==> config.mk <==
export PLATFORM = sky130hd
export DESIGN_NAME = ext_irq_ctrl
export DESIGN_NICKNAME = d
export VERILOG_FILES = /design/src/rtl/ext_irq_pkg.sv /design/src/rtl/ext_irq_sync.sv /design/src/rtl/ext_irq_detect.sv /design/src/rtl/ext_irq_arb.sv /design/src/rtl/ext_irq_ctrl.sv
export SDC_FILE = /design/constraint.sdc
export NUM_CORES = 1
export LEC_CHECK = 0
export BUFFER_PORTS_ARGS = -buffer_cell sky130_fd_sc_hd__buf_4
export CAP_MARGIN = 5
export CORE_MARGIN = 3
export CORE_UTILIZATION = 43
export CTS_BUF_LIST = sky130_fd_sc_hd__clkbuf_4
export CTS_CLUSTER_SIZE = 12
export DETAILED_ROUTE_END_ITERATION = 6
export GPL_TIMING_DRIVEN = 0
export PLACE_DENSITY = 0.8
export SETUP_SLACK_MARGIN = 0.4
export SLEW_MARGIN = 20
export SYNTH_ARGS = -nofsm -noshare
export SYNTH_HDL_FRONTEND = slang
export SYNTH_SLANG_ARGS = --single-unit
==> constraint.sdc <==
create_clock -name clk -period 1.13 [get_ports clk]
set_input_delay 0.113 -clock clk [delete_from_list [all_inputs] [get_ports clk]]
set_output_delay 0.113 -clock clk [all_outputs]
set_load 0.1 [all_outputs]
==> src/rtl/ext_irq_pkg.sv <==
package ext_irq_pkg;
  localparam int unsigned NSRC   = 2;
  localparam int unsigned DATA_W = 8;
  localparam int unsigned VEC_W  = 16;

  // control register fields
  localparam int unsigned CTL_MODE_LSB = 0;
  localparam int unsigned CTL_FLAG_LSB = 4;
  // enable register fields
  localparam int unsigned ENA_SRC_LSB  = 0;
  localparam int unsigned ENA_GLOBAL   = 7;

  localparam logic [VEC_W-1:0] VEC_SRC0 = 16'h0003;
  localparam logic [VEC_W-1:0] VEC_SRC1 = 16'h0013;

  typedef enum logic {SEL_CTRL = 1'b0, SEL_ENA = 1'b1} reg_sel_e;
endpackage

==> src/rtl/ext_irq_sync.sv <==
module ext_irq_sync #(
  parameter int unsigned WIDTH  = 2,
  parameter int unsigned STAGES = 2
) (
  input  logic             clk,
  input  logic             rst_n,
  input  logic [WIDTH-1:0] d_i,
  output logic [WIDTH-1:0] q_o
);
  logic [STAGES-1:0] chain_q [WIDTH];

  for (genvar b = 0; b < WIDTH; b++) begin : g_bit
    always_ff @(posedge clk or negedge rst_n) begin
      if (!rst_n) chain_q[b] <= '1;
      else        chain_q[b] <= {chain_q[b][STAGES-2:0], d_i[b]};
    end
    assign q_o[b] = chain_q[b][STAGES-1];
  end
endmodule

==> src/rtl/ext_irq_detect.sv <==
module ext_irq_detect (
  input  logic clk,
  input  logic rst_n,
  input  logic lvl_i,     // synchronized input level
  input  logic mode_i,    // 0 level, 1 falling edge
  input  logic wr_i,      // software write to control register
  input  logic wr_flag_i, // flag value written
  input  logic ack_i,     // handshake completed for this source
  output logic flag_o
);
  logic prev_q;
  logic fall;
  logic flag_d;

  assign fall = prev_q & ~lvl_i;

  always_comb begin
    if (!mode_i) begin
      flag_d = ~lvl_i;
    end else begin
      flag_d = flag_o;
      if (wr_i)  flag_d = wr_flag_i;
      if (ack_i) flag_d = 1'b0;
      if (fall)  flag_d = 1'b1;
    end
  end

  always_ff @(posedge clk or negedge rst_n) begin
    if (!rst_n) begin
      prev_q <= 1'b1;
      flag_o <= 1'b0;
    end else begin
      prev_q <= lvl_i;
      flag_o <= flag_d;
    end
  end


  level_follow_chk: assert property (@(posedge clk) disable iff (!rst_n)
    (!mode_i && !lvl_i) |=> flag_o);

  edge_set_chk: assert property (@(posedge clk) disable iff (!rst_n)
    (mode_i && prev_q && !lvl_i) |=> flag_o);

  edge_hold_chk: assert property (@(posedge clk) disable iff (!rst_n)
    (mode_i && flag_o && !ack_i && !wr_i) |=> flag_o);
endmodule

==> src/rtl/ext_irq_arb.sv <==
module ext_irq_arb
  import ext_irq_pkg::*;
(
  input  logic             clk,
  input  logic             rst_n,
  input  logic [NSRC-1:0]  pend_i,
  output logic [NSRC-1:0]  grant_o,
  output logic             valid_o,
  output logic [VEC_W-1:0] vec_o,
  output logic             src_o
);
  always_comb begin
    grant_o = '0;
    vec_o   = '0;
    src_o   = 1'b0;
    if (pend_i[0]) begin
      grant_o[0] = 1'b1;
      vec_o      = VEC_SRC0;
    end else if (pend_i[1]) begin
      grant_o[1] = 1'b1;
      vec_o      = VEC_SRC1;
      src_o      = 1'b1;
    end
  end
  assign valid_o = |pend_i;


  src0_wins_chk: assert property (@(posedge clk) disable iff (!rst_n)
    pend_i[0] |-> (vec_o == VEC_SRC0 && !src_o));

  grant_onehot_chk: assert property (@(posedge clk) disable iff (!rst_n)
    $onehot0(grant_o) && (valid_o == (grant_o != '0)));
endmodule

==> src/rtl/ext_irq_ctrl.sv <==
module ext_irq_ctrl
  import ext_irq_pkg::*;
#(
  parameter int unsigned SYNC_STAGES = 2
) (
  input  logic              clk,
  input  logic              rst_n,
  input  logic [NSRC-1:0]   pin_i,
  input  logic [NSRC-1:0]   latch_i,
  input  logic              reg_we_i,
  input  logic              reg_sel_i,
  input  logic [DATA_W-1:0] reg_wdata_i,
  output logic [DATA_W-1:0] reg_rdata_o,
  output logic              irq_valid_o,
  input  logic              irq_ready_i,
  output logic [VEC_W-1:0]  irq_vec_o,
  output logic              irq_src_o
);
  logic [NSRC-1:0] mode_q, en_q, lvl, flag, pend, grant;
  logic            gen_q;
  logic            wr_ctl, wr_ena;

  assign wr_ctl = reg_we_i && (reg_sel_e'(reg_sel_i) == SEL_CTRL);
  assign wr_ena = reg_we_i && (reg_sel_e'(reg_sel_i) == SEL_ENA);

  always_ff @(posedge clk or negedge rst_n) begin
    if (!rst_n) begin
      mode_q <= '0;
      en_q   <= '0;
      gen_q  <= 1'b0;
    end else begin
      if (wr_ctl) mode_q <= reg_wdata_i[CTL_MODE_LSB +: NSRC];
      if (wr_ena) begin
        en_q  <= reg_wdata_i[ENA_SRC_LSB +: NSRC];
        gen_q <= reg_wdata_i[ENA_GLOBAL];
      end
    end
  end

  ext_irq_sync #(.WIDTH(NSRC), .STAGES(SYNC_STAGES)) sync_i (
    .clk(clk), .rst_n(rst_n), .d_i(pin_i & latch_i), .q_o(lvl)
  );

  for (genvar s = 0; s < NSRC; s++) begin : g_src
    ext_irq_detect det_i (
      .clk(clk), .rst_n(rst_n), .lvl_i(lvl[s]), .mode_i(mode_q[s]),
      .wr_i(wr_ctl), .wr_flag_i(reg_wdata_i[CTL_FLAG_LSB + s]),
      .ack_i(grant[s] & irq_valid_o & irq_ready_i), .flag_o(flag[s])
    );
  end

  assign pend = flag & en_q & {NSRC{gen_q}};

  ext_irq_arb arb_i (
    .clk(clk), .rst_n(rst_n), .pend_i(pend), .grant_o(grant),
    .valid_o(irq_valid_o), .vec_o(irq_vec_o), .src_o(irq_src_o)
  );

  always_comb begin
    reg_rdata_o = '0;
    if (reg_sel_e'(reg_sel_i) == SEL_CTRL) begin
      reg_rdata_o[CTL_MODE_LSB +: NSRC] = mode_q;
      reg_rdata_o[CTL_FLAG_LSB +: NSRC] = flag;
    end else begin
      reg_rdata_o[ENA_SRC_LSB +: NSRC] = en_q;
      reg_rdata_o[ENA_GLOBAL]          = gen_q;
    end
  end


  global_gate_chk: assert property (@(posedge clk) disable iff (!rst_n)
    !gen_q |-> !irq_valid_o);
endmodule

[Yosys cells after proc, flatten, opt, wreduce, memory -nomap -nowiden]
Cells that the tools add are included.
Operators by class
  equality and inequality tests: 2
  muxes and demuxes: 16
  bitwise operators: 12
  reduce and logical (&&, ||, !) cells: 3
Operator list (number)
  2-to-1 mux 16 bit: 1
  2-to-1 mux 1 bit: 12
  inequality test 4 x 1 -> 1 bit (second input constant): 2
  AND 1 bit: 6
  AND 2 bit: 3
  2-to-1 mux 5 bit: 1
  2-to-1 mux 2 bit: 2
  inverter 1 bit: 3
  logical AND 1 bit: 2
  OR reduction 2 bit: 1
Word-level totals
  register bits after elaboration: 13
  output and inout port bits: 26
  word-level logic and storage cells: 42

[Logic depth before layout (Yosys ltp)]
Gate-level depths: netlist of the first run.
  depth after elaboration: 9
  depth in mapped cells: 3
  mapped depth without buffers: 3

[Cells and area by module]
Synthesis of the first run repeated with hierarchy kept, for this count alone.
Second synthesis, totals
  cells, all modules: 66
  area, all modules: 757.0 um^2
Modules (own cells, without submodules)
  ext_irq_ctrl: times used 1, cells each 27, area an instance 307.8 um^2, sequential area each 125.1 um^2
  ext_irq_detect: times used 2, cells each 6, area an instance 87.6 um^2, sequential area each 51.3 um^2
  ext_irq_arb: times used 1, cells each 21, area an instance 153.9 um^2, sequential area each 0.0 um^2
  ext_irq_sync: times used 1, cells each 6, area an instance 120.1 um^2, sequential area each 105.1 um^2

[Worst setup path before layout of the first run]
Ideal clock, no wire load.
  kind: reg2out
  start: register g_src[0].det_i.flag_o
  end: output port irq_vec_o[4]
  arrival time: 2375 ps
  slack: -1358 ps
  cell stages (with the launch flop): 4
  buffers on the path: 1
  cell sequence: dfrtp_1 nand3_1 nor2b_1 buf_4
On the way
  word-level cells in the longest chain between the ends: 3
Ends and longest elaborated chain
  start: declaration: line ext_irq_detect.sv:9  | output logic flag_o
  start signal: assignment: line ext_irq_detect.sv:34  | flag_o <= flag_d;
  AND 2 bit (2 in a row): line ext_irq_ctrl.sv:52  | assign pend = flag & en_q & {NSRC{gen_q}};
  2-to-1 mux 16 bit: line ext_irq_arb.sv:16  | if (pend_i[0]) begin
  end: declaration: line ext_irq_ctrl.sv:16  | output logic [VEC_W-1:0] irq_vec_o,
No other way between the ends.

[Worst setup path after layout of the first run]
  start: register gen_q
  end: output port reg_rdata_o[7]
On the way
  word-level cells in the longest chain between the ends: 1
Ends and longest elaborated chain
  start: declaration: line ext_irq_ctrl.sv:20  | logic gen_q;
  start signal: assignment: line ext_irq_ctrl.sv:35  | gen_q <= reg_wdata_i[ENA_GLOBAL];
  2-to-1 mux 1 bit: line ext_irq_ctrl.sv:61  | if (reg_sel_e'(reg_sel_i) == SEL_CTRL) begin
  end: declaration: line ext_irq_ctrl.sv:13  | output logic [DATA_W-1:0] reg_rdata_o,
No other way between the ends.

==> reports/summary.log, run 1 <==
[outcome] status complete, but fails checks
[outcome] violations in the final reports negative setup slack
[route] top layer in use met4
[logic_synthesis] number of library cell types mapped by synthesis 19
[timing] final critical path time including I/O delays and setup 1.42 ns
[worst_setup_path] highest fanout seen on the critical path 3
[logic_synthesis] number of register bits inferred by synthesis 13
[global_routing] GRT Resource Usage Total 0.165
[finish] Final #Nets 132
[clocking] clock tree root driver cell clkbuf_4
[global_routing] number of antenna violations at the first check in global routing 0
[timing] Worst Slack Setup Final -0.288 ns
[finish] number of fill cells 52
[worst_setup_path] sort of element at the start of the critical path flip-flop
[pwr] Leak Pwr 0.653 nW
[pwr] Worst VDD drop 1460 µV
[worst_setup_path] startpoint of the worst register-to-register path mode_q[1]$_DFFE_PN0P_
[worst_setup_path] WP data required 1.02 ns
[finish] # diodes 0
[route] Routed met2 length 1100 µm
[clocking] worst-skew pair later-pin latency 0.28 ns
[logic_synthesis] average size of a mapped cell 11.0 µm²
[logic_synthesis] number of warning messages in the yosys log 0
[timing] Hold Vio Cnt, Final 0
[worst_setup_path] worst setup path category flip-flop to output port
[route] number of iterations in the first detailed-routing pass 4
[finish] top library cells by usage in the layout, fill and taps aside 34 x buf_4, 16 x conb_1, 10 x buf_12
[placed_design] count of input and output buffers 23
[worst_setup_path] data arrival time of the worst path 1.31 ns
[hold_path] startpoint of the worst hold path reg_wdata_i[7]
[timing] ratio of final minimum period to clock period 1.26
[worst_setup_path] kind of capture point of the worst setup path output port
[logic_synthesis] Post-Synth Simple-Gate Area 0.137
[finish] storage element area 337 µm²
[floorplan] Die Outline Area 2150 µm²
[route] count of antenna-violating nets left after detailed routing 0
[worst_setup_path] first element of the critical path gen_q$_DFFE_PN0P_
[timing] peak clock frequency supported by timing 705 MHz
[logic_synthesis] multiplexer fraction of the synthesized cell area 0.127
[route] overall via count from detail_route 603
[floorplan] starting density of the core 0.496
[logic_synthesis] sequential-to-total area share from yosys stat 0.474
[timing] worst hold margin 0.0400 ns
[timing] final-report setup violation count 11
[clocking] clock buffer count from CTS 3
[global_routing] pin count of the biggest net entering global routing 14
[logic_synthesis] xor and xnor fraction of the mapped netlist area 0
[job] maxcap violations 0
[timing] maximum clock skew at final layout 0.000891 ns
[worst_setup_path] critical-path cell with the highest stage delay dfrtp_2
[route] vias per inst 4.67
[timing] Max Transition Viols Final 0
[placed_design] Final Wtd Congestion 0.690
[logic_synthesis] combined area of all synthesized cells 702 µm²
[clocking] CTS clock-pin slew for the worst setup and hold paths 0.08 ns
[clocking] sinks on the clock net 13
[pwr] Power Dens Cells 1810 nW/µm²
[global_routing] vias in the first global route 594
[timing] setup repair after global routing missed its margin yes
[floorplan] Core Footprint 1420 µm²
[logic_synthesis] compound-cell area share of the yosys netlist 0.0481
[placed_design] placement-stage worst setup slack -0.117 ns
[finish] area occupied by multi-input gates 375 µm²
[worst_setup_path] Slowest Stage Delay on Critical Path 0.46 ns
[global_routing] remaining global-route overflow 0
[worst_setup_path] list of cells traversed by the critical path buf_4 -> buf_6 -> and2_4 -> buf_12
[placed_design] half-perimeter wire length after detailed placement 1120 µm
[route] routed metal-1 wirelength 741 µm
[route] DRC violations left 0
[finish] post-synthesis to final-layout area growth 83.2%
[floorplan] vertical die dimension 46.4 µm
[clocking] deepest clock path buffer count 2
[route] drt first-iter violations 12
[finish] most frequent standard cell in the layout excluding fill and tap cells buf_4
[hold_path] class of the worst hold path primary input to flip-flop
[route] Post-Route WL 2070 µm
[finish] share of post-route cells with drive strength above 1 0.693
[route] met3 routed wirelength 166 µm
[clocking] TritonCTS clock tree yes
[route] wire per inst 16.0 µm
[clocking] number of levels in the clock H-tree 1
[floorplan] DIE WIDTH 46.4 µm
[logic_synthesis] main combinational cell family by area after synthesis buffers and inverters
[floorplan] number of top-level design ports 43
[floorplan] placement row count 13
[logic_synthesis] adder and majority gate portion of the synthesized area 0
[logic_synthesis] Syn Inst Count 64
[global_routing] wire length of the first global-routing pass 2480 µm
cell usage after synthesis:
library cell / number / share of area
o22ai_1: 2 / 0.018
nor2b_1: 5 / 0.045
mux2_1: 3 / 0.048
nor2b_2: 1 / 0.012
o211ai_1: 1 / 0.011
and3_1: 1 / 0.0089
nand3_1: 2 / 0.014
mux2i_1: 1 / 0.014
and2_1: 3 / 0.027
dfstp_2: 6 / 0.22
o21ai_0: 1 / 0.0071
mux2_2: 4 / 0.064
nand2b_1: 1 / 0.0089
buf_4: 19 / 0.20
o22a_1: 1 / 0.012
dfrtp_1: 7 / 0.25
nand2_1: 4 / 0.021
inv_1: 1 / 0.0053
conb_1: 1 / 0.0053
metal layers:
layer / up-vias / global-route usage
met5: - / 0
met4: 0 / 0.0795
met3: 6 / 0.0313
met2: 39 / 0.297
met1: 282 / 0.183
li1: 276 / -
power breakdown:
group / internal, mW / total [mW] / switching [mW]
clock: 0.161 / 0.319 / 0.158
sequential: 0.529 / 0.599 / 0.0700
combinational: 0.526 / 1.41 / 0.885
metrics by stage:
step           setup TNS (ns)  instance area [µm²]  instances  power [mW]   util
2_1_floorplan          -0.690                  827         79        1.51      -
3_5_place_dp           -0.266                 1020        117        1.69  0.720
3_3_place_gp           -0.131                 1020        117        1.67  0.720
4_1_cts                 -1.71                 1210        124        2.20  0.852
6_report                -1.96                 1290        129        2.33  0.909
5_1_grt                 -2.52                 1290        129        2.41  0.909
registers in the layout, indices dropped and copies added (netlist names):
register	flops
gen_q	1
en_q	2
g_src.det_i.prev_q	2
sync_i.q_o	2
g_src.det_i.flag_o	2
sync_i.chain_q	2
mode_q	2
cell families (layout without fill, tap and decap cells):
group,count (synthesis),count (layout)
AO/OA/AOI/OAI,5,5
buffers and inverters,20,55
other,1,16
AND/OR/NAND/NOR,17,17
flip-flops,13,13
multiplexers,8,8
area by class of cell:
cell class                 instances  share of cell area
multi-input combinational         46               0.292
timing repair buffer              31               0.279
sequential                        13               0.262
buffer                            19               0.126
clock buffer                       4              0.0233
tap                               15              0.0146
inverter                           1             0.00292
critical path, delay by kind of cell (launching register included):
family,cells,cell delay [ns]
buf+inv,3,0.42
flops,1,0.46
simple gates,1,0.14
worst paths after layout:
kind                       cells after the start                                 to  slack [ns]
setup / recovery                               4                     reg_rdata_o[7]       -0.29
hold / removal                                 2                  gen_q$_DFFE_PN0P_        0.04
setup reg to reg                               4  g_src[1].det_i.flag_o$_DFFE_PN0P_       -0.05
hold reg to reg                                0            sync_i.q_o[0]$_DFF_PN1_        0.36
max in group asynchronous                      2    g_src[1].det_i.prev_q$_DFF_PN1_        0.69
min in group asynchronous                      2                en_q[1]$_DFFE_PN0P_        0.21
timing repair:
| action | CTS | global route |
|---|---|---|
| endpoints found under the setup margin | 17 | 17 |
| setup buffers | 2 | 5 |
| hold endpoints to repair | 13 | 0 |
| resized for setup | 31 | 12 |
| hold buffers | 1 | 0 |
| gates cloned | 0 | 0 |
| pin swaps | 0 | 3 |
Note: power is estimated with default switching activity, not from simulation.
==> run 2: changes to the inputs <==
Settings changed: BUFFER_PORTS_ARGS -buffer_cell sky130_fd_sc_hd__buf_4 to not set, CORE_UTILIZATION 43 to 50, DONT_BUFFER_PORTS set to 1, PLACE_DENSITY 0.8 to not set, SETUP_SLACK_MARGIN 0.4 to not set.
==> reports/summary.log, run 2 (same netlist as run 1, synthesis figures left out) <==
[worst_setup_path] data arrival time of the worst path 1.66 ns [was 1.31 ns]
[timing] final critical path time including I/O delays and setup 1.77 ns [was 1.42 ns]
[outcome] violations in the final reports negative setup slack [unchanged]
[floorplan] DIE WIDTH 43.5 µm [was 46.4 µm]
[placed_design] Final Wtd Congestion 0.659 [was 0.690]
[worst_setup_path] list of cells traversed by the critical path nand3_4 -> nor2b_4 -> buf_12 [was buf_4 -> buf_6 -> and2_4 -> buf_12]
[timing] Hold Vio Cnt, Final 0 [unchanged]
[timing] worst slew margin relative to its limit 0.553
[timing] peak clock frequency supported by timing 565 MHz [was 705 MHz]
[hold_path] hold depth 2 [unchanged]
[hold_path] class of the worst hold path primary input to flip-flop [unchanged]
[route] overall via count from detail_route 507 [was 603]
[timing] ratio of final minimum period to clock period 1.57 [was 1.26]
[finish] number of fill cells 69 [was 52]
[worst_setup_path] startpoint of the worst register-to-register path en_q[0]$_DFFE_PN0P_ [was mode_q[1]$_DFFE_PN0P_]
[floorplan] Core Footprint 1200 µm² [was 1420 µm²]
[timing] final-report setup violation count 11 [unchanged]
[hold_path] startpoint of the worst hold path irq_ready_i [was reg_wdata_i[7]]
[worst_setup_path] highest fanout seen on the critical path 3 [unchanged]
[outcome] status complete, but fails checks [unchanged]
[clocking] number of levels in the clock H-tree 1 [unchanged]
[clocking] sinks on the clock net 13 [unchanged]
[hold_path] Hold Crit Endpoint g_src[1].det_i.flag_o$_DFFE_PN0P_ [was gen_q$_DFFE_PN0P_]
[timing] Slew @ Worst Pin 0.668 ns
[global_routing] number of antenna violations at the first check in global routing 0 [unchanged]
[worst_setup_path] critical-path cell with the highest stage delay nor2b_4 [was dfrtp_2]
[timing] Worst Slack Setup Final -0.641 ns [was -0.288 ns]
[worst_setup_path] logic depth of the worst register-to-register path 5 [was 4]
[clocking] clock tree root driver cell clkbuf_4 [unchanged]
[clocking] deepest clock path buffer count 2 [unchanged]
[finish] most frequent standard cell in the layout excluding fill and tap cells buf_4 [unchanged]
[clocking] TritonCTS clock tree yes [unchanged]
[worst_setup_path] WP data required 1.02 ns [about the same]
[finish] Final #Nets 115 [was 132]
[worst_setup_path] kind of capture point of the worst setup path output port [unchanged]
[worst_setup_path] worst setup path category flip-flop to output port [unchanged]
[placed_design] half-perimeter wire length after detailed placement 926 µm [was 1120 µm]
[route] count of antenna-violating nets left after detailed routing 0 [unchanged]
[finish] area occupied by multi-input gates 344 µm² [was 375 µm²]
[route] vias per inst 4.57 [was 4.67]
[finish] # diodes 0 [unchanged]
[floorplan] vertical die dimension 43.5 µm [was 46.4 µm]
[route] drt first-iter violations 6 [was 12]
[finish] Core Util, Final 0.858 [was 0.909]
[worst_setup_path] first element of the critical path gen_q$_DFFE_PN0P_ [unchanged]
[clocking] CTS clock-pin slew for the worst setup and hold paths 0.08 ns [about the same]
[route] DRC violations left 0 [unchanged]
[worst_setup_path] Slowest Stage Delay on Critical Path 0.58 ns [was 0.46 ns]
[placed_design] count of input and output buffers 0 [was 23]
[global_routing] GRT Resource Usage Total 0.189 [was 0.165]
[global_routing] vias in the first global route 542 [was 594]
[global_routing] remaining global-route overflow 0 [unchanged]
[finish] storage element area 337 µm² [unchanged]
[timing] Max Transition Viols Final 0 [unchanged]
[pwr] Power Dens Cells 1920 nW/µm² [was 1810 nW/µm²]
[floorplan] number of top-level design ports 43 [unchanged]
[global_routing] wire length of the first global-routing pass 2580 µm [was 2480 µm]
[clocking] clock buffer count from CTS 3 [unchanged]
[timing] maximum clock skew at final layout 0.000355 ns [was 0.000891 ns]
[finish] top library cells by usage in the layout, fill and taps aside 19 x buf_4, 16 x conb_1, 8 x dlygate4sd3_1 [was 34 x buf_4, 16 x conb_1, 10 x buf_12]
[timing] final total negative setup slack -3.21 ns [was -1.96 ns]
[pwr] Leak Pwr 0.508 nW [was 0.653 nW]
[worst_setup_path] kind of cell adding the most delay to the critical path simple AND/OR/NAND/NOR gates [was flip-flops]
[route] wire per inst 14.5 µm [was 16.0 µm]
[route] Post-Route WL 1610 µm [was 2070 µm]
[timing] setup repair after global routing missed its margin yes [unchanged]
[pwr] Worst VDD drop 1130 µV [was 1460 µV]
[worst_setup_path] Reg2Reg Setup Slack -0.01 ns [was -0.05 ns]
[worst_setup_path] sort of element at the start of the critical path flip-flop [unchanged]
[floorplan] placement row count 12 [was 13]
[floorplan] Die Outline Area 1890 µm² [was 2150 µm²]
[floorplan] starting density of the core 0.584 [was 0.496]
[clocking] worst-skew pair later-pin latency 0.26 ns [was 0.28 ns]
[worst_setup_path] buffers plus inverters on the worst setup path 1 [was 3]
[worst_setup_path] capturing point of the worst reg2reg path g_src[1].det_i.flag_o$_DFFE_PN0P_ [unchanged]
[pwr] PnR Total Power 1.98 mW [was 2.33 mW]
[global_routing] pin count of the biggest net entering global routing 14 [unchanged]
[route] number of iterations in the first detailed-routing pass 2 [was 4]
[finish] share of post-route cells with drive strength above 1 0.515 [was 0.693]
[finish] post-synthesis to final-layout area growth 46.9% [was 83.2%]
[job] maxcap violations 0 [unchanged]
run 2: cell types whose count changed in the layout (fill, tap and decap cells not counted), sizes merged:
cell	previous run	this run
buf	49	25
dlygate4sd3	1	8
run 2: worst max path at each step:
stage | endpoint | slack, ns | depth (start not counted)
3_3_place_gp | irq_vec_o[4] | -0.39 | 3
3_5_place_dp | irq_vec_o[4] | -0.38 | 3
2_1_floorplan | irq_vec_o[4] | -0.31 | 3
6_report | irq_vec_o[4] | -0.64 | 3
4_1_cts | irq_vec_o[4] | -0.64 | 3
5_1_grt | irq_vec_o[4] | -0.69 | 3
run 2: timing repair:
item | in CTS | in global routing
gates resized for setup | 7 | 6
endpoints found under the hold margin | 20 | 2
pin swaps | 1 | 3
setup endpoints to repair | 10 | 13
hold buffers | 8 | 2
setup buffers | 3 | 3
run 2: power by group:
part / internal (mW) / switching [mW]
registers: 0.529 / 0.0619
logic: 0.271 / 0.818
clock network: 0.160 / 0.140
total: 0.961 / 1.02
run 2: through the flow:
stage               hold slack [ns]  area (µm²)  std cells  setup WS, ns
floorplan                    -0.183         815         79        -0.312
global placement             -0.182         832         93        -0.389
detailed placement           -0.182         832         93        -0.384
CTS                          0.0757         995        108        -0.643
global route                 0.0775        1030        111        -0.690
finish                       0.0858        1030        111        -0.641
run 2: routing by layer:
layer | up-vias | GRT usage | wire [µm]
met4 | 0 | 0.0964 | 37
met2 | 36 | 0.292 | 783
met5 | - | 0 | 0
li1 | 242 | - | -
met1 | 225 | 0.236 | 611
met3 | 4 | 0.0622 | 180
run 2: area by class of cell:
class / count / share of cell area
multi-input cells: 46 / 0.334
flip-flops and latches: 13 / 0.326
plain buffers: 19 / 0.158
repair buffers: 14 / 0.132
clock buffers: 4 / 0.0291
well taps: 14 / 0.0170
inverters: 1 / 0.00364
run 2: worst register-to-register path, delay by kind of cell, from the launching register on:
| kind | cells | cell delay, ns |
|---|---|---|
| AND/OR/NAND/NOR | 1 | 0.07 |
| buffers and inverters | 2 | 0.27 |
| flip-flops | 1 | 0.43 |
| AO/OA/AOI/OAI | 2 | 0.27 |
==> run 3: changes to the inputs <==
Settings changed: ABC_AREA set to 1, RECOVER_POWER set to 25.
==> reports/summary.log, run 3 <==
[outcome] status complete, but fails checks [unchanged]
[outcome] violations in the final reports negative setup slack [unchanged]
[job] maxcap violations 0 [unchanged]
[logic_synthesis] dominant register cell in the synthesized netlist dfrtp_1 [unchanged]
[logic_synthesis] cell taking the most area after synthesis dfrtp_1 [unchanged]
[global_routing] wire length of the first global-routing pass 2730 µm [was 2580 µm]
[finish] most frequent standard cell in the layout excluding fill and tap cells buf_4 [unchanged]
[clocking] clock tree root driver cell clkbuf_4 [unchanged]
[logic_synthesis] share of synthesized flip-flops with an asynchronous set or reset 1.00 [unchanged]
[logic_synthesis] top area cells in the synthesized netlist dfrtp_1 23%, dfstp_2 20%, buf_4 19% [was dfrtp_1 25%, dfstp_2 22%, buf_4 20%]
[timing] final critical path time including I/O delays and setup 1.94 ns [was 1.77 ns]
[finish] post-synthesis to final-layout area growth 57.4% [was 46.9%]
[route] count of antenna-violating nets left after detailed routing 0 [unchanged]
[pwr] PnR Total Power 2.03 mW [was 1.98 mW]
[clocking] CTS clock-pin slew for the worst setup and hold paths 0.08 ns [about the same]
[pwr] Power Dens Cells 1680 nW/µm² [was 1920 nW/µm²]
[placed_design] Final Wtd Congestion 0.764 [was 0.659]
[global_routing] vias in the first global route 670 [was 542]
[finish] storage element area 337 µm² [unchanged]
[route] vias per inst 4.39 [was 4.57]
[clocking] worst-skew pair later-pin latency 0.27 ns [was 0.26 ns]
[timing] Hold Vio Cnt, Final 0 [unchanged]
[global_routing] GRT Resource Usage Total 0.187 [was 0.189]
[timing] setup repair after global routing missed its margin yes [unchanged]
[logic_synthesis] most frequently used cell type in the post-synthesis netlist buf_4 [unchanged]
[worst_setup_path] Slowest Stage Delay on Critical Path 0.65 ns [was 0.58 ns]
[route] Post-Route WL 1750 µm [was 1610 µm]
[worst_setup_path] critical-path cell with the highest stage delay a31oi_4 [was nor2b_4]
[finish] share of post-route cells with drive strength above 1 0.534 [was 0.515]
[pwr] relative contribution of the clock network to total power 0.147 [was 0.152]
[logic_synthesis] average size of a mapped cell 8.46 µm² [was 11.0 µm²]
[floorplan] Core Footprint 1370 µm² [was 1200 µm²]
[worst_setup_path] highest fanout seen on the critical path 2 [was 3]
[worst_setup_path] list of cells traversed by the critical path nand2_2 -> nor2_4 -> inv_4 -> a31oi_4 -> buf_12 [was nand3_4 -> nor2b_4 -> buf_12]
[finish] fin area 1210 µm² [was 1030 µm²]
[route] drt first-iter violations 3 [was 6]
[floorplan] Die Outline Area 2050 µm² [was 1890 µm²]
[timing] peak clock frequency supported by timing 515 MHz [was 565 MHz]
[timing] maximum clock skew at final layout 0.00453 ns [was 0.000355 ns]
[worst_setup_path] sort of element at the start of the critical path flip-flop [unchanged]
[route] wire per inst 12.0 µm [was 14.5 µm]
[worst_setup_path] worst setup path category flip-flop to output port [unchanged]
[global_routing] remaining global-route overflow 0 [unchanged]
[timing] Slew @ Worst Pin 0.810 ns [was 0.668 ns]
[timing] final-report setup violation count 11 [unchanged]
[clocking] number of levels in the clock H-tree 1 [unchanged]
[floorplan] starting density of the core 0.563 [was 0.584]
[timing] Max Transition Viols Final 0 [unchanged]
[route] DRC violations left 0 [unchanged]
[logic_synthesis] number of register bits inferred by synthesis 13 [unchanged]
[finish] # diodes 0 [unchanged]
[finish] top library cells by usage in the layout, fill and taps aside 27 x buf_4, 16 x conb_1, 13 x nand2_1 [was 19 x buf_4, 16 x conb_1, 8 x dlygate4sd3_1]
[hold_path] class of the worst hold path primary input to flip-flop [unchanged]
[floorplan] vertical die dimension 45.2 µm [was 43.5 µm]
[pwr] Worst VDD drop 1140 µV [was 1130 µV]
[logic_synthesis] number of warning messages in the yosys log 0 [unchanged]
[logic_synthesis] number of library cell types mapped by synthesis 20 [was 19]
[worst_setup_path] data arrival time of the worst path 1.83 ns [was 1.66 ns]
[timing] ratio of final minimum period to clock period 1.72 [was 1.57]
[logic_synthesis] sequential-to-total area share from yosys stat 0.433 [was 0.474]
[logic_synthesis] share of Yosys cell area claimed by the top area cell type 0.228 [was 0.250]
[clocking] TritonCTS clock tree yes [unchanged]
[finish] Final #Nets 149 [was 115]
[global_routing] pin count of the biggest net entering global routing 14 [unchanged]
[placed_design] Post-DP Area 912 µm² [was 832 µm²]
[finish] area occupied by multi-input gates 382 µm² [was 344 µm²]
[logic_synthesis] combined area of all synthesized cells 769 µm² [was 702 µm²]
[pwr] Leak Pwr 0.609 nW [was 0.508 nW]
[global_routing] number of antenna violations at the first check in global routing 0 [unchanged]
[pwr] power spent charging and discharging nets 1.04 mW [was 1.02 mW]
[timing] Worst Slack Setup Final -0.811 ns [was -0.641 ns]
[pwr] switching share of total power 0.511 [was 0.515]
[logic_synthesis] Commonest cells post-synth 19 x buf_4, 17 x nand2_1, 13 x inv_1 [was 19 x buf_4, 7 x dfrtp_1, 6 x dfstp_2]
[pwr] Int Power 993 µW [was 961 µW]
[timing] worst slew margin relative to its limit 0.461 [was 0.553]
[worst_setup_path] WP data required 1.02 ns [about the same]
[pwr] share of power burned in registers 0.281 [was 0.298]
[floorplan] placement row count 13 [was 12]
[finish] number of fill cells 69 [unchanged]
[route] overall via count from detail_route 641 [was 507]
[logic_synthesis] number of enable flip-flop cells after synthesis 0 [unchanged]
[floorplan] DIE WIDTH 45.2 µm [was 43.5 µm]
[placed_design] count of input and output buffers 0 [unchanged]
[clocking] clock buffer count from CTS 3 [unchanged]
[clocking] deepest clock path buffer count 2 [unchanged]
[placed_design] half-perimeter wire length after detailed placement 1050 µm [was 926 µm]
[logic_synthesis] Syn Inst Count 91 [was 64]
[worst_setup_path] kind of capture point of the worst setup path output port [unchanged]
[clocking] sinks on the clock net 13 [unchanged]
[route] number of iterations in the first detailed-routing pass 4 [was 2]
[pwr] combinational cell fraction of total power 0.572 [was 0.550]
[floorplan] number of top-level design ports 43 [unchanged]
[run 3: changes by cell type in the layout (fill, tap and decap cells not counted), moves of 4 or more]
cell	before	now
nor2_4	0	4
inv_2	0	4
o21ai_0	0	4
nor2_1	0	4
inv_1	1	7
nand2_1	3	13
buf_4	19	27
[run 3: critical path: cells and delay by family, from the launching register on]
| kind | cells | cell delay, ns |
|---|---|---|
| flip-flops | 1 | 0.40 |
| buffers and inverters | 2 | 0.31 |
| AND/OR/NAND/NOR | 2 | 0.20 |
| AO/OA/AOI/OAI | 1 | 0.65 |
[run 3: final timing paths]
| check | startpoint | endpoint | slack [ns] | depth (start not counted) |
|---|---|---|---|---|
| setup / recovery | g_src[1].det_i.flag_o$_DFFE_PN0P_ | irq_vec_o[4] | -0.81 | 5 |
| hold / removal | reg_we_i | mode_q[1]$_DFFE_PN0P_ | 0.03 | 2 |
| setup reg to reg | g_src[0].det_i.flag_o$_DFFE_PN0P_ | g_src[1].det_i.flag_o$_DFFE_PN0P_ | -0.11 | 8 |
| hold reg to reg | sync_i.chain_q[0]$_DFF_PN1_ | sync_i.q_o[1]$_DFF_PN1_ | 0.36 | 0 |
| max in group asynchronous | rst_n | en_q[0]$_DFFE_PN0P_ | 0.45 | 1 |
| min in group asynchronous | rst_n | g_src[1].det_i.flag_o$_DFFE_PN0P_ | 0.27 | 1 |
[run 3: logic make-up after synthesis]
| kind of cell | count (synthesis) | synth area share |
|---|---|---|
| buf+inv | 35 | 0.276 |
| flops | 13 | 0.433 |
| simple gates | 30 | 0.197 |
| other cells | 1 | 0.00487 |
| compound gates | 12 | 0.0894 |
[run 3: area by class of cell]
class                           count  share of cell area
Clock buffer                        4              0.0248
Inverter                           15              0.0558
Timing Repair Buffer               21               0.153
Sequential cell                    13               0.278
Multi-Input combinational cell     58               0.315
Tap cell                           15              0.0155
Buffer                             20               0.158
[run 3: power groups by stage]
| stage | clock [mW] | combinational (mW) | sequential [mW] |
|---|---|---|---|
| finish | 0.298 | 1.16 | 0.571 |
| global route | 0.338 | 1.21 | 0.576 |
| CTS | 0.316 | 1.13 | 0.567 |
| detailed placement | 0 | 0.911 | 0.572 |
| global placement | 0 | 0.907 | 0.572 |
| floorplan | 0 | 0.888 | 0.564 |
[run 3: what timing repair did]
item,4_1_cts,5_1_grt
hold buffers,8,0
setup buffers,12,4
setup endpoints to repair,10,12
endpoints found under the hold margin,19,0
cloned,0,0
gates resized for setup,24,6
pin swaps,4,5
[run 3: through the flow]
stage	worst slack (ns)	std cells	util	setup TNS [ns]	hold WS, ns
global placement	-0.554	121	0.668	-1.89	-0.182
global route	-0.867	146	0.886	-4.42	0.0288
floorplan	-0.499	106	-	-1.57	-0.183
detailed placement	-0.563	121	0.668	-1.94	-0.182
CTS	-0.794	145	0.876	-4.34	0.0186
finish	-0.811	146	0.886	-3.86	0.0288
[run 3: metal layers]
metal	up-vias	global-route usage	part of all wire
li1	322	-	-
met1	284	0.178	0.35
met2	31	0.359	0.53
met3	4	0.0598	0.096
met4	0	0.0760	0.018
met5	-	0	0
